File: src/rtl/palette_pkg.sv
package palette_pkg;
  localparam int IDX_W   = 8;
  localparam int CHAN_W  = 4;
  localparam int N_CHAN  = 3;
  localparam int ENTRY_W = CHAN_W * N_CHAN;
  localparam int DEPTH   = 1 << IDX_W;
  localparam int DSEL_W  = $clog2(IDX_W / 2);

  typedef struct packed {
    logic               wrEn;
    logic [IDX_W-1:0]   wrAddr;
    logic [ENTRY_W-1:0] wrData;
    logic [IDX_W-1:0]   rdAddr;
    logic               mono;
  } strobes_t;

  // Reset value of palette entry i.
  function automatic logic [ENTRY_W-1:0] defaultEntry(input int unsigned i);
    logic [IDX_W-1:0] iv;
    logic [ENTRY_W-1:0] v;
    iv = IDX_W'(i);
    v = {iv, 4'h9};
    if (i == 0) v = '0;
    else if (i == 1) v = 12'h444;
    else if (i == 2) v = 12'h888;
    else if (i >= 3 && i <= 7) v = '1;
    for (int k = 1; k <= IDX_W / 2; k++) begin
      if (i == (32'd1 << (2 * k)) - 1) v = '1;
    end
    return v;
  endfunction
endpackage

File: src/rtl/palette_ctrl.sv
module palette_ctrl
  import palette_pkg::*;
(
  input  logic               loadEn,
  input  logic [IDX_W-1:0]   loadAddr,
  input  logic [ENTRY_W-1:0] loadData,
  input  logic [IDX_W-1:0]   pixIndex,
  input  logic [DSEL_W-1:0]  depthSel,
  input  logic               monoMode,
  output strobes_t           stb
);
  logic [IDX_W-1:0] keepMask;
  logic [IDX_W:0]   planeCount;

  assign planeCount = (IDX_W + 1)'(2 * (int'(depthSel) + 1));

  // One mask bit per index bit: kept only below the plane count.
  for (genvar b = 0; b < IDX_W; b++) begin : g_mask
    assign keepMask[b] = ((IDX_W + 1)'(b) < planeCount);
  end

  always_comb begin
    stb.wrEn   = loadEn;
    stb.wrAddr = loadAddr;
    stb.wrData = loadData;
    stb.rdAddr = pixIndex & keepMask;
    stb.mono   = monoMode;
  end
endmodule

File: src/rtl/palette_data.sv
module palette_data
  import palette_pkg::*;
(
  input  logic              clk,
  input  logic              rstN,
  input  strobes_t          stb,
  output logic [CHAN_W-1:0] outBlue,
  output logic [CHAN_W-1:0] outGreen,
  output logic [CHAN_W-1:0] outRed,
  output logic [ENTRY_W-1:0] outGray
);
  logic [ENTRY_W-1:0] table_q [DEPTH];
  logic [ENTRY_W-1:0] readQ;
  logic               monoQ;
  logic [CHAN_W-1:0]  chan [N_CHAN];

  always_ff @(posedge clk or negedge rstN) begin
    if (!rstN) begin
      for (int e = 0; e < DEPTH; e++) table_q[e] <= defaultEntry(e);
    end else if (stb.wrEn) begin
      table_q[stb.wrAddr] <= stb.wrData;
    end
  end

  // Read samples the table before this edge's write: old data on collision.
  always_ff @(posedge clk or negedge rstN) begin
    if (!rstN) begin
      readQ <= '0;
      monoQ <= 1'b0;
    end else begin
      readQ <= table_q[stb.rdAddr];
      monoQ <= stb.mono;
    end
  end

  // Channel 0 = low nibble (red), channel N_CHAN-1 = high nibble (blue).
  for (genvar c = 0; c < N_CHAN; c++) begin : g_chan
    assign chan[c] = monoQ ? '0 : readQ[c*CHAN_W +: CHAN_W];
  end

  assign outRed   = chan[0];
  assign outGreen = chan[1];
  assign outBlue  = chan[2];
  assign outGray  = monoQ ? readQ : '0;
endmodule

File: src/rtl/pixel_palette.sv
module pixel_palette
  import palette_pkg::*;
(
  input  logic               clk,
  input  logic               rstN,
  input  logic               loadEn,
  input  logic [IDX_W-1:0]   loadAddr,
  input  logic [ENTRY_W-1:0] loadData,
  input  logic [IDX_W-1:0]   pixIndex,
  input  logic [DSEL_W-1:0]  depthSel,
  input  logic               monoMode,
  output logic [CHAN_W-1:0]  outBlue,
  output logic [CHAN_W-1:0]  outGreen,
  output logic [CHAN_W-1:0]  outRed,
  output logic [ENTRY_W-1:0] outGray
);
  strobes_t stb;

  palette_ctrl u_ctrl (
    .loadEn  (loadEn),
    .loadAddr(loadAddr),
    .loadData(loadData),
    .pixIndex(pixIndex),
    .depthSel(depthSel),
    .monoMode(monoMode),
    .stb     (stb)
  );

  palette_data u_data (
    .clk     (clk),
    .rstN    (rstN),
    .stb     (stb),
    .outBlue (outBlue),
    .outGreen(outGreen),
    .outRed  (outRed),
    .outGray (outGray)
  );
endmodule

File: config.mk
export PLATFORM = sky130hd
export DESIGN_NAME = pixel_palette
export DESIGN_NICKNAME = d
export VERILOG_FILES = /design/src/rtl/palette_pkg.sv /design/src/rtl/palette_ctrl.sv /design/src/rtl/palette_data.sv /design/src/rtl/pixel_palette.sv
export SDC_FILE = /design/constraint.sdc
export NUM_CORES = 2
export LEC_CHECK = 0
export ABC_CLOCK_PERIOD_IN_PS = 2050
export BUFFER_PORTS_ARGS = -buffer_cell sky130_fd_sc_hd__buf_2
export CELL_PAD_IN_SITES_DETAIL_PLACEMENT = 1
export CELL_PAD_IN_SITES_GLOBAL_PLACEMENT = 2
export CORE_ASPECT_RATIO = 0.9
export CORE_UTILIZATION = 48
export DETAILED_ROUTE_END_ITERATION = 10
export GPL_ROUTABILITY_DRIVEN = 0
export PLACE_DENSITY_LB_ADDON = 0.1
export SYNTH_ARGS = -nofsm -noshare
export SYNTH_HDL_FRONTEND = slang
export SYNTH_HIERARCHICAL = 1
export SYNTH_SLANG_ARGS = --single-unit
File: constraint.sdc
create_clock -name clk -period 2.05 [get_ports clk]
set_input_delay 0.1025 -clock clk [delete_from_list [all_inputs] [get_ports clk]]
set_output_delay 0.1025 -clock clk [all_outputs]
set_load 0.02 [all_outputs]
# After elaboration in Yosys (flattened, before gate mapping)
# Cells that the tools add are included.
[totals]
register_bits = 3085
in_bits = 34
[op_classes]
add_sub_neg = 1
order_cmp = 11
muxes = 10
n_bitwise = 3
n_reduce_logical = 1
[op_table]
columns = ["op", "count"]
rows = [
  ["3072-bit bitwise mux", 1],
  ["12-bit binary-select mux with 8-bit select", 1],
  ["12-bit demux with 8-bit select", 1],
  ["12-bit 2-to-1 mux", 4],
  ["3-bit by 9-bit less-than comparator with 1-bit output (first input constant)", 4],
  ["9-bit greater-or-equal comparator (second input constant)", 2],
  ["1-bit by 9-bit less-than comparator with 1-bit output (first input constant)", 2],
  ["2-bit by 9-bit less-than comparator with 1-bit output (first input constant)", 2],
  ["8-bit NOT with 9-bit output", 2],
  ["4-bit 2-to-1 mux", 3],
  ["9-bit by 1-bit less-than comparator with 1-bit output (second input constant)", 1],
  ["8-bit AND", 1],
  ["2-bit by 1-bit adder with 3-bit output (second input constant)", 1],
  ["1-bit logical AND", 1],
]

# Logic depth before layout (Yosys ltp)
[logic_depth]
ltp_word = 7
ltp_mapped = 12
ltp_nobuf = 7

# Hierarchy
# Netlist, hierarchy kept.
[modules_own_cells]
columns = ["mod", "n_inst", "cells_each", "area_per_inst_um2", "seq_area_each_um2"]
rows = [
  ["palette_data", 1, 9152, 141942.4, 79183.4],
  ["palette_ctrl", 1, 30, 215.2, 0.0],
]

# Least setup slack after synthesis
# OpenSTA, ideal clock, no wires.
[synth_path]
path_type = "input-to-reg"
startpoint = "input pixIndex[0]"
endpoint = "register u_data.readQ[8]"
arrival_time_ps = 1946
setup_slack_ps = -26
path_stages = 10
path_buffers = 5
cell_sequence = "clkbuf_1 -> buf_4 -> buf_12 -> buf_6 -> buf_2 -> mux4_2 -> a22oi_1 -> a21oi_1 -> nor4_1 -> nor4_1"
[synth_via]
elab_chain_cells = 5
[synth_lines]
columns = ["element", "line", "source"]
rows = [
  ["start, declared", "pixel_palette.sv:9", "input logic [IDX_W-1:0] pixIndex,"],
  ["8-bit AND", "palette_ctrl.sv:26", "stb.rdAddr = pixIndex & keepMask;"],
  ["8-bit NOT with 9-bit output (not written as such)", "palette_data.sv:31", "readQ <= table_q[stb.rdAddr];"],
  ["12-bit binary-select mux with 8-bit select", "palette_data.sv:31", ""],
  ["12-bit 2-to-1 mux (not written as such) (2 in a row)", "palette_data.sv:31", ""],
  ["end signal, assigned", "palette_data.sv:31", ""],
  ["end, declared", "palette_data.sv:13", "logic [ENTRY_W-1:0] readQ;"],
]
# No other way between the ends. The select of a mux whose other input is x is not followed.
# A chain may end at the register's enable or synchronous reset.

# Worst setup path after layout
[layout_path]
startpoint = "register u_data/table_q[761] (netlist name)"
endpoint = "register u_data.readQ[5]"
[layout_via]
elab_chain_cells = 3
[layout_lines]
columns = ["element", "line", "source"]
rows = [
  ["start, declared", "palette_data.sv:12", "logic [ENTRY_W-1:0] table_q [DEPTH];"],
  ["start signal, assigned by index", "palette_data.sv:21", "table_q[stb.wrAddr] <= stb.wrData;"],
  ["12-bit binary-select mux with 8-bit select", "palette_data.sv:31", ""],
  ["12-bit 2-to-1 mux (not written as such) (2 in a row)", "palette_data.sv:31", ""],
]
# No other way between the ends. The select of a mux whose other input is x is not followed.

==> key figures <==
Final layout
  – Fillcell total: 26819
  – Layout cell share with drive strength beyond 1: between 70% and 80%
  – Layout area overhead: 18.98%
  – Design Area, Final: ~170000 µm²
  – Nets@finish: about 9900
  – Non-Filler Instances: approximately 14000

Clock network
  – Clock Latency Late Sink: roughly 930 ps
  – Root Driver: clkbuf_16
  – Reg clk slew, reported paths: 60 ps
  – CTS Buf Count: around 340
  – CTS Sinks: just over 3000
  – CTS max path bufs: 4
  – H-tree depth: 5
  – CTS tree: built

Route
  – Met1 Wirelength: 204500 µm
  – Met3 WL: 18340 µm
  – Final wirelength: approximately 450000 µm
  – # DRC: 4
  – Vias: 85827
  – DR pass1 iterations: 10
  – Routed Antenna Nets: 0
  – Highest Signal Layer: met5
  – Metal2 WL: approximately 210000 µm
  – Vias per cell: ~6.1
  – DRT iter0 DRCs: 5667
  – Avg WL per Cell: approximately 32 µm

Placed design
  – Dpl hpwl: approximately 300000 µm
  – Cells after DPL: 13381
  – PortBufs: 57
  – Placed cell areas: around 160000 µm²
  – Pre-CTS WS: -1865 ps

Setup path
  – Slowest CP cell: mux4_2
  – CP Class: reg2reg
  – Reg-to-Reg Start: u_data/table_q[761]
  – Worst Reg2Reg Path Length in Cells: 8
  – CP cell instances: mux4_2 -> a22o_1 -> a221oi_2 -> buf_4 -> o32ai_4 -> a211oi_4 -> buf_6 -> nor4_2
  – Cell family with most CP delay: compound AO/OA/AOI/OAI gates
  – WP depth: 8
  – Worst setup endpoint: u_data/readQ[5]
  – Crit. End Element: flop
  – CP required: between 2000 and 3000 ps
  – Worst setup SP type: flop
  – Crit path buf inv count: 2
  – Crit. Startpoint: u_data/table_q[761]
  – Flop-to-flop setup slack: -470 ps
  – Crit path DAT: approximately 3300 ps
  – RR Endpoint: u_data/readQ[5]
  – CP Max Fanout: 2
  – Critical path's largest stage delay: between 500 and 600 ps

STA
  – Max Freq: ~400 MHz
  – Part of the cycle the worst path needs: 122.8%
  – Fin. Hold Viols: 0
  – Slew Limit Headroom: ~34%
  – Max-slew violations: 0
  – Minimum clock period: approximately 2500 ps
  – Tightest Pin Transition: approximately 980 ps
  – RSZ-0062 raised after global routing: true
  – Setup violations, final: 12
  – Max Clock Skew: ~32 ps
  – Final worst setup slack: -467.5 ps

Floorplanning
  – Io pins: 58
  – Cell Rows: roughly 190
  – Total die area: around 300000 µm²
  – Die width: 575.6 µm
  – Core area: between 200000 and 300000 µm²
  – Initial Util: roughly 48%
  – Die H: a little over 500 µm

Power
  – Sw frac: between 20% and 30%
  – Combinational share of power: under 10%
  – P_int: around 110 mW
  – Worst IR drop on VDD: 0.0007302 V
  – Flop pwr share: between 40% and 50%
  – Sw power: about 34 mW
  – Leakage power: 74.45 nW
  – Clock Power Share: between 40% and 50%
  – Pwr dens: 843.7 nW/µm²

GRT
  – Total gr overflow: 0
  – Pin count of the biggest net entering global routing: around 130
  – Vias in the first global route: between 90000 and 100k
  – First-pass GRT wire length: a little under 700000 µm
  – Initial antenna violation count: 22
  – GRT Total Usage: roughly 30%

Logic synthesis
  – Synth Register Bits: a little over 3000
  – Synth warnings: 6
  – Post-synth EDFFs: 0
  – Ys async rst share: 100.0%
  – Main synth FF type: dfstp_2
  – Synthesized area: about 140000 µm²
  – Cell count after synthesis: 9182
  – Syn_nets: 9216
  – Unique cell type count in the Yosys netlist: 53
  – Syn avg cell area: 15.48 µm²
  – Seq/Total Area, Yosys: a little under three fifths

Outcome
  – Run status: finished with violations
  – Failing checks: DRC, setup timing

Run
  – Max cap viols: 0

Hold path
  – Worst hold-check path type: in2async
==> power groups by stage <==
stage	Sequential, mW	Combinational [mW]	Clock (mW)
floorplan	66.8	6.82	0
global placement	67.2	12.4	0
detailed placement	67.5	12.8	0
CTS	66.6	13.0	64.6
global route	66.9	13.7	66.8
finish	66.6	12.9	63.1
==> kinds of logic (layout without fill, tap and decap cells) <==
kind of cell / Yosys count / after routing / share of synthesized area, %
other cells: 0 / 7 / 0
flops: 3085 / 3085 / 55.70
compound gates: 692 / 692 / 3.470
buf+inv: 948 / 1875 / 3.088
simple gates: 485 / 485 / 1.542
mux: 3972 / 3972 / 36.20
==> per-layer routing <==
layer / GRT usage (%) / vias up
met1: 44.50 / 47893
met2: 47.90 / 1832
li1: - / 35441
met5: 0 / -
met4: 8.997 / 10
met3: 3.411 / 651
==> timing repair <==
item	4_1_cts	5_1_grt
pin swaps	12	18
hold buffers	22	0
buffers inserted	1	1
setup endpoints to repair	35	13
gates resized for setup	64	34
endpoints found under the hold margin	3691	0
==> state kept, by name, indices dropped and copies added, names as in the netlist <==
signal          flops
u_data/monoQ        1
u_data/readQ       12
u_data/table_q   3072
==> synth_stat cells (2+ instances only) <==
master | number | area (µm²)
nor3_1 | 21 | 105.1
o32ai_1 | 12 | 105.1
nor2_1 | 185 | 694.4
and2_2 | 2 | 15.01
buf_8 | 6 | 90.09
o22a_1 | 11 | 96.34
nand4_1 | 3 | 18.77
buf_1 | 13 | 48.80
mux4_2 | 627 | 14120
dfrtp_1 | 1499 | 37510
o21ai_0 | 33 | 165.2
or2_2 | 3 | 18.77
and2_1 | 16 | 100.1
nand2_1 | 145 | 544.3
nor3_2 | 2 | 20.02
o21a_1 | 2 | 15.01
buf_12 | 5 | 100.1
nor3b_1 | 2 | 15.01
a22o_1 | 35 | 306.5
mux2_1 | 16 | 180.2
a221oi_1 | 23 | 201.4
o221ai_1 | 59 | 516.8
a21oi_1 | 129 | 645.6
o221a_2 | 12 | 135.1
a22oi_1 | 239 | 1794
nor2b_1 | 31 | 193.9
buf_4 | 64 | 480.5
buf_2 | 209 | 1046
nand2b_1 | 11 | 68.82
nor4_1 | 35 | 219.0
a31oi_1 | 36 | 225.2
buf_6 | 24 | 270.3
mux2_2 | 3067 | 34540
and3b_1 | 2 | 17.52
and3_1 | 6 | 37.54
mux2i_1 | 262 | 2623
nand3_1 | 17 | 85.08
a21boi_0 | 14 | 105.1
o22ai_1 | 46 | 287.8
o31ai_1 | 12 | 90.09
dfstp_2 | 1586 | 41670
a2bb2oi_1 | 11 | 96.34
clkbuf_1 | 626 | 2350
a211oi_1 | 14 | 105.1
==> area by class of cell <==
type	instances	area, µm²	area share, %
Timing Repair Buffer	1250	14200	8.396
Clock inverter	113	1426	0.8433
Tap cell	3915	4898	2.896
Clock buffer	511	10080	5.958
Sequential cell	3085	79190	46.82
Multi-Input combinational cell	5149	59320	35.07
Antenna cell	7	17.52	0.01036
Inverter	1	3.754	0.002219
==> layout by cell type, fill, tap and decap left out, types with 16 or more instances in the layout <==
master | synthesis | final
buf_2 | 209 | 42
o221ai_1 | 59 | 57
mux2i_1 | 262 | 262
nor2b_1 | 31 | 26
clkinv_2 | 0 | 61
mux4_2 | 627 | 627
dlygate4sd3_1 | 0 | 21
o21ai_0 | 33 | 32
a22oi_1 | 239 | 233
o22ai_1 | 46 | 46
mux2_2 | 3067 | 3067
a22o_1 | 35 | 32
clkbuf_16 | 0 | 345
buf_12 | 5 | 380
nor3_1 | 21 | 20
a31oi_1 | 36 | 35
nor2_1 | 185 | 180
buf_4 | 64 | 790
nor4_1 | 35 | 20
a21oi_1 | 129 | 122
clkbuf_8 | 0 | 82
dfrtp_1 | 1499 | 1493
dfstp_2 | 1586 | 1586
bufinv_16 | 0 | 29
nand2_1 | 145 | 140
mux2_1 | 16 | 16
clkbuf_1 | 626 | 84
==> stage by stage <==
step                hold slack (ps)  utilization, %  TNS (ps)  total power [mW]
finish                        71.35           57.40     -4271             142.7
global route                  67.03           57.40     -4582             147.4
CTS                           1.230           57.33     -5024             144.2
detailed placement            55.13           53.23    -31510             80.32
global placement              54.52           53.22    -28010             79.63
floorplan                    -193.1               -         0             73.66
==> how the worst min path moves through the flow <==
| stage | from | to | slack (ps) |
|---|---|---|---|
| final | rstN | u_data/table_q[2861] | 70 |
| after global routing | rstN | u_data/table_q[2872] | 70 |
| after CTS | loadAddr[4] | u_data/table_q[1429] | 1 |
| after detailed placement | rstN | u_data/table_q[2970] | 60 |
| after global placement | rstN | u_data/table_q[2970] | 50 |
| after floorplan | rstN | u_data/monoQ | -190 |
==> worst reg2reg max path, delay by kind of cell (launching register included) <==
kind,cells,cell delay [ps]
buf+inv,2,390
compound gates,4,1080
simple gates,1,40
mux,1,510
flops,1,390
(Power assumes the default switching activity.)
